<file path="src/rtl/spm_pkg.sv">
package spm_pkg;

    // bit positions in the command word
    localparam int CMD_W   = 5;
    localparam int B_EN    = 0;
    localparam int B_ERASE = 1;
    localparam int B_PROG  = 2;
    localparam int B_LOCK  = 3;
    localparam int B_RWW   = 4;

    typedef enum logic [2:0] {
        OP_NONE,
        OP_FILL,
        OP_ERASE,
        OP_PROG,
        OP_LOCKRD,
        OP_RWWEN
    } op_e;

    typedef enum logic [1:0] {
        ST_IDLE,
        ST_ARMED,
        ST_BUSY
    } st_e;

    typedef struct packed {
        st_e st;
        op_e op;
    } ctrl_t;

    localparam ctrl_t CTRL_IDLE = '{st: ST_IDLE, op: OP_NONE};

    function automatic op_e decode_op(input logic [CMD_W-1:0] v);
        op_e r;
        r = OP_NONE;
        if (v[B_EN]) begin
            unique case (v & ~(CMD_W'(1) << B_EN))
                5'b00000: r = OP_FILL;
                5'b00010: r = OP_ERASE;
                5'b00100: r = OP_PROG;
                5'b01000: r = OP_LOCKRD;
                5'b10000: r = OP_RWWEN;
                default:  r = OP_NONE;
            endcase
        end
        return r;
    endfunction

    function automatic logic [CMD_W-1:0] op_bits(input op_e op);
        logic [CMD_W-1:0] b;
        b = '0;
        if (op != OP_NONE) b[B_EN] = 1'b1;
        unique case (op)
            OP_ERASE:  b[B_ERASE] = 1'b1;
            OP_PROG:   b[B_PROG]  = 1'b1;
            OP_LOCKRD: b[B_LOCK]  = 1'b1;
            OP_RWWEN:  b[B_RWW]   = 1'b1;
            default:   ;
        endcase
        return b;
    endfunction

endpackage

</file>
<file path="src/rtl/spm_cmd_decode.sv">
module spm_cmd_decode
    import spm_pkg::*;
(
    input  logic             wr_en,
    input  logic [CMD_W-1:0] bits,
    output op_e              op,
    output logic             legal
);
    always_comb begin
        op    = decode_op(bits);
        legal = wr_en && (op != OP_NONE);
    end
endmodule

</file>
<file path="src/rtl/spm_window_timer.sv">
module spm_window_timer #(
    parameter int WINDOW     = 4,
    parameter int LPM_WINDOW = 3
) (
    input  logic clk,
    input  logic rst,
    input  logic restart,
    input  logic run,
    output logic expire,
    output logic lpm_open
);
    localparam int CNT_W = (WINDOW > 1) ? $clog2(WINDOW) : 1;

    logic [CNT_W-1:0] cnt;

    always_ff @(posedge clk) begin
        if (rst || restart) begin
            cnt <= '0;
        end else if (run && !expire) begin
            cnt <= cnt + CNT_W'(1);
        end
    end

    always_comb begin
        expire   = (int'(cnt) == WINDOW - 1);
        lpm_open = (int'(cnt) < LPM_WINDOW);
    end
endmodule

</file>
<file path="src/rtl/spm_addr_split.sv">
module spm_addr_split #(
    parameter int ADDR_W          = 24,
    parameter int WORD_W          = 7,
    parameter int PAGE_W          = 16,
    parameter int NRWW_FIRST_PAGE = 480
) (
    input  logic [ADDR_W-1:0] ptr,
    output logic [WORD_W-1:0] word,
    output logic [PAGE_W-1:0] page,
    output logic              byte_sel,
    output logic              in_nrww
);
    assign byte_sel = ptr[0];
    assign word     = ptr[WORD_W:1];
    assign page     = ptr[ADDR_W-1:WORD_W+1];

    generate
        if (NRWW_FIRST_PAGE <= 0) begin : g_all_nrww
            assign in_nrww = 1'b1;
        end else begin : g_cmp_nrww
            localparam logic [PAGE_W-1:0] FIRST = PAGE_W'(NRWW_FIRST_PAGE);
            assign in_nrww = (page >= FIRST);
        end
    endgenerate
endmodule

</file>
<file path="src/rtl/spm_cmd_ctrl.sv">
module spm_cmd_ctrl
    import spm_pkg::*;
#(
    parameter int ADDR_W          = 24,
    parameter int DATA_W          = 16,
    parameter int PAGE_WORDS      = 128,
    parameter int WINDOW          = 4,
    parameter int LPM_WINDOW      = 3,
    parameter int NRWW_FIRST_PAGE = 480,
    localparam int WORD_W         = $clog2(PAGE_WORDS),
    localparam int PAGE_W         = ADDR_W - 1 - WORD_W
) (
    input  logic              clk,
    input  logic              rst,
    input  logic              ctl_wr,
    input  logic [CMD_W-1:0]  ctl_wdata,
    input  logic              spm_stb,
    input  logic              lpm_stb,
    input  logic [ADDR_W-1:0] zptr,
    input  logic [DATA_W-1:0] wdata,
    input  logic              flash_done,
    output logic [CMD_W-1:0]  cmd_state,
    output logic              buf_we,
    output logic [WORD_W-1:0] buf_word,
    output logic [DATA_W-1:0] buf_data,
    output logic              erase_req,
    output logic              program_req,
    output logic [PAGE_W-1:0] page_addr,
    output logic              lockfuse_rd,
    output logic              lockfuse_sel,
    output logic              cpu_halt
);
    op_e               dec_op;
    logic              dec_legal;
    logic [WORD_W-1:0] z_word;
    logic [PAGE_W-1:0] z_page;
    logic              z_byte;
    logic              z_nrww;
    logic              win_expire;
    logic              lpm_open;
    logic              arm_evt;
    logic              nrww_q;
    ctrl_t             cur;

    spm_cmd_decode u_dec (
        .wr_en (ctl_wr),
        .bits  (ctl_wdata),
        .op    (dec_op),
        .legal (dec_legal)
    );

    spm_addr_split #(
        .ADDR_W          (ADDR_W),
        .WORD_W          (WORD_W),
        .PAGE_W          (PAGE_W),
        .NRWW_FIRST_PAGE (NRWW_FIRST_PAGE)
    ) u_split (
        .ptr      (zptr),
        .word     (z_word),
        .page     (z_page),
        .byte_sel (z_byte),
        .in_nrww  (z_nrww)
    );

    // a legal write arms from idle, or re-arms when no strobe competes
    assign arm_evt = dec_legal &&
                     ((cur.st == ST_IDLE) || ((cur.st == ST_ARMED) && !spm_stb));

    spm_window_timer #(
        .WINDOW     (WINDOW),
        .LPM_WINDOW (LPM_WINDOW)
    ) u_tmr (
        .clk      (clk),
        .rst      (rst),
        .restart  (arm_evt),
        .run      (cur.st == ST_ARMED),
        .expire   (win_expire),
        .lpm_open (lpm_open)
    );

    always_ff @(posedge clk) begin
        if (rst) begin
            cur          <= CTRL_IDLE;
            buf_we       <= 1'b0;
            buf_word     <= '0;
            buf_data     <= '0;
            erase_req    <= 1'b0;
            program_req  <= 1'b0;
            page_addr    <= '0;
            lockfuse_rd  <= 1'b0;
            lockfuse_sel <= 1'b0;
            nrww_q       <= 1'b0;
        end else begin
            buf_we      <= 1'b0;
            erase_req   <= 1'b0;
            program_req <= 1'b0;
            lockfuse_rd <= 1'b0;
            unique case (cur.st)
                ST_IDLE: begin
                    if (arm_evt) begin
                        cur.st <= ST_ARMED;
                        cur.op <= dec_op;
                    end
                end
                ST_ARMED: begin
                    if (lpm_stb && lpm_open && (cur.op == OP_LOCKRD)) begin
                        lockfuse_rd  <= 1'b1;
                        lockfuse_sel <= z_byte;
                    end
                    if (spm_stb) begin
                        unique case (cur.op)
                            OP_FILL: begin
                                buf_we   <= 1'b1;
                                buf_word <= z_word;
                                buf_data <= wdata;
                                cur      <= CTRL_IDLE;
                            end
                            OP_ERASE: begin
                                erase_req <= 1'b1;
                                page_addr <= z_page;
                                nrww_q    <= z_nrww;
                                cur.st    <= ST_BUSY;
                            end
                            OP_PROG: begin
                                program_req <= 1'b1;
                                page_addr   <= z_page;
                                nrww_q      <= z_nrww;
                                cur.st      <= ST_BUSY;
                            end
                            default: cur <= CTRL_IDLE;
                        endcase
                    end else if (arm_evt) begin
                        cur.op <= dec_op;
                    end else if (win_expire) begin
                        cur <= CTRL_IDLE;
                    end
                end
                ST_BUSY: begin
                    if (flash_done) begin
                        cur    <= CTRL_IDLE;
                        nrww_q <= 1'b0;
                    end
                end
                default: cur <= CTRL_IDLE;
            endcase
        end
    end

    assign cmd_state = op_bits(cur.op);
    assign cpu_halt  = (cur.st == ST_BUSY) && nrww_q;

endmodule

</file>
<file path="config.mk">
export PLATFORM = sky130hd
export DESIGN_NAME = spm_cmd_ctrl
export DESIGN_NICKNAME = d
export VERILOG_FILES = /design/src/rtl/spm_pkg.sv /design/src/rtl/spm_cmd_decode.sv /design/src/rtl/spm_window_timer.sv /design/src/rtl/spm_addr_split.sv /design/src/rtl/spm_cmd_ctrl.sv
export SDC_FILE = /design/constraint.sdc
export NUM_CORES = 1
export LEC_CHECK = 0
export BUFFER_PORTS_ARGS = -buffer_cell sky130_fd_sc_hd__buf_2
export CORE_ASPECT_RATIO = 0.9
export CORE_MARGIN = 2
export CORE_UTILIZATION = 37
export CTS_BUF_LIST = sky130_fd_sc_hd__clkbuf_16
export CTS_CLUSTER_SIZE = 10
export DETAILED_ROUTE_END_ITERATION = 12
export GPL_TIMING_DRIVEN = 1
export PLACE_DENSITY = 0.73
export SYNTH_ARGS = -nofsm -noshare
export SYNTH_HDL_FRONTEND = slang
export SYNTH_SLANG_ARGS = --single-unit
</file>
<file path="constraint.sdc">
create_clock -name clk -period 3 [get_ports clk]
set_input_delay 0.15 -clock clk [delete_from_list [all_inputs] [get_ports clk]]
set_output_delay 0.15 -clock clk [all_outputs]
set_load 0.02 [all_outputs]
</file>
==> impl_metrics.json <==
{
  "setup_violations": 0,
  "cp.required_ps": 3210,
  "worst-path-buf-inv": 0,
  "synth_fp_nets": 310,
  "clockRootBuffer": "clkbuf_16",
  "die_w_um": 84.4,
  "dpl_cell_area_um2": 2630,
  "stdcell_area_um2": 2770,
  "ys.flop_type": "dfxtp_1",
  "relSlewSlack": 0.411,
  "drtIter0Drc": 63,
  "cts_buffers": 5,
  "fin_nets": 401,
  "timing.hold.worst.class": "in2reg",
  "postSynthAreaPerCell_um2": 8.34,
  "io_buffer_count": 100,
  "netlist_area_um2": 2150,
  "crit_path_max_incr_delay_ps": 680,
  "grt_max_degree": 50,
  "place_ws_ps": 1110,
  "wl_met1_um": 2350,
  "rows": 26,
  "grt_pass1_vias": 1837,
  "core_area_um2": 5660,
  "fin_crit_ps": 1880,
  "max_freq_mhz": 531,
  "drive_gt1_frac": 0.337,
  "post_cts_resized": 0,
  "post_cts_buffers": 0,
  "h-tree-depth": 2,
  "die_y_um": 76.3,
  "antennaDiodeCount": 0,
  "cp_cell_sequence": "nand2_2, nor4_4, and2_1, nand2_1, a21oi_1",
  "start_kind": "flop",
  "netlist-cell-type-count": 45,
  "pwr_density_cell_nw_per_um2": 478,
  "vias": 2030,
  "rsz0062_at_grt": "false",
  "status": "finished clean",
  "floorplan.initialDensity": 0.380,
  "grt_overflow_total": 0,
  "wl_met2_um": 2320,
  "route.top_layer_used": "met4",
  "dp_hpwl_um": 3700,
  "skew_ps": 6.54,
  "drc": 0,
  "crit_family": "simple AND/OR/NAND/NOR gates",
  "synth_edf_count": 0,
  "worst_slew_pin_slew_ps": 884,
  "met3_length_um": 369,
  "cp-end-kind": "flop",
  "rrSetupSlack_ps": 1120,
  "cts.sinks": 52,
  "die_area_um2": 6440,
  "fin_crit_sh": 0.628,
  "clk_pin_slew_ps": 70,
  "cts_tree": "built",
  "maxSlewViolCount": 0,
  "area_delta_synth_final_pct": 28.9,
  "netlist_instances": 258,
  "dr.pass1.iters": 4,
  "path_max_fanout": 23,
  "path_class": "reg2reg",
  "slowest_stage": "and2_1",
  "ir_worst_vdd_mv": 0.352,
  "finalWirelength_um": 5050,
  "async_flop_share": 0,
  "postRouteAntennaNets": 0,
  "grt_antenna_before_repair": 0,
  "leakagePower_nw": 1.22,
  "gp_congestion": 0.823,
  "hold_viol_final": 0,
  "synth_seq_cells": 52,
  "ios": 101,
  "crit_arrival_ps": 2090,
  "grt_first_pass_wirelength_um": 8420,
  "ys.warnings.count": 0,
  "via_per_inst": 4.83,
  "fillers": 567,
  "ys_seq_area_frac": 0.484,
  "clk_latency_ps": 280,
  "fin_tns_setup_ps": 0,
  "cts_hold_buf": 0,
  "p_total_mw": 1.33,
  "clockBufferDepth": 2,
  "gr-usage-all-layers": 0.155,
  "whs_ps": 101,
  "postLayoutSetupSlackWorst_ps": 1120,
  "routedWlPerCell_um": 12.0,
  "drv_cap": 0
}
==> metrics by stage <==
step	cells	utilization
floorplan	258	-
global placement	412	0.465
detailed placement	412	0.465
CTS	420	0.490
global route	420	0.490
finish	420	0.490
==> sequential cells by signal, summed over array words and instances (netlist names) <==
name	cells
buf_data	16
page_addr	16
buf_word	7
cur	5
u_tmr.cnt	2
buf_we	1
erase_req	1
lockfuse_rd	1
lockfuse_sel	1
nrww_q	1
program_req	1
==> cells in the final DEF, fill, tap and decap left out, drive strengths merged, types with 2 or more instances in the layout <==
cell    netlist  layout
a211oi        2       2
a21oi        43      43
and2          2       2
and3          2       2
and3b         2       2
buf          12     101
clkbuf        5       5
dfxtp        52      52
inv           3       4
nand2        83      83
nand2b        3       3
nand3b        2       2
nor2          9       9
nor3          5       5
nor4          4       4
o21ai         4       4
o21bai        2       2
or3           3       3
xnor2         2       2
==> worst register-to-register path, cell delays in order, from the launching register on <==
cell	delay (ps)
dfxtp_1	480
nand2_2	160
nor4_4	200
and2_1	680
nand2_1	150
a21oi_1	140
==> layer usage <==
layer	track usage	vias to the layer above
li1	-	1049
met1	0.200	913
met2	0.262	66
met3	0.0455	2
met4	0.0238	0
met5	0	-
==> where the power goes <==
| part | internal (mW) | leakage [nW] | total, mW | switching [mW] |
|---|---|---|---|---|
| logic | 0.0408 | 0.732 | 0.0910 | 0.0502 |
| clock network | 0.303 | 0.0687 | 0.535 | 0.232 |
| registers | 0.694 | 0.419 | 0.699 | 0.00484 |
==> Yosys cell counts (3+ instances only) <==
master,number,area share
a21oi_1,42,0.098
buf_4,3,0.010
buf_6,5,0.026
clkbuf_1,5,0.0087
dfxtp_1,52,0.48
inv_1,3,0.0052
nand2_1,82,0.14
nand2b_1,3,0.0087
nor2_1,9,0.016
nor3_2,3,0.014
nor4_1,3,0.0087
o21ai_0,4,0.0093
or3_1,3,0.0087
==> kinds of logic after synthesis <==
family	synth area share
simple gates	0.264
compound gates	0.166
flops	0.484
buf+inv	0.0588
xor+xnor	0.0122
mux	0.00989
fa+ha+maj	0.00582
==> final cells by class <==
class,count,area (µm²),share of cell area
multi-input combinational,186,983,0.355
clock inverter,3,15.0,0.00542
sequential,52,1040,0.376
tap,70,87.6,0.0316
inverter,3,11.3,0.00406
clock buffer,5,125,0.0451
timing repair buffer,101,508,0.183
==> final timing paths <==
kind                  end   startpoint  cells past startpoint
min reg2reg   buf_data[7]  buf_data[7]                      2
max reg2reg  buf_data[13]       cur[3]                      5
max          buf_data[13]       cur[3]                      5
min          buf_data[12]    wdata[12]                      3
No activity file was read; power rests on OpenSTA's default activity.
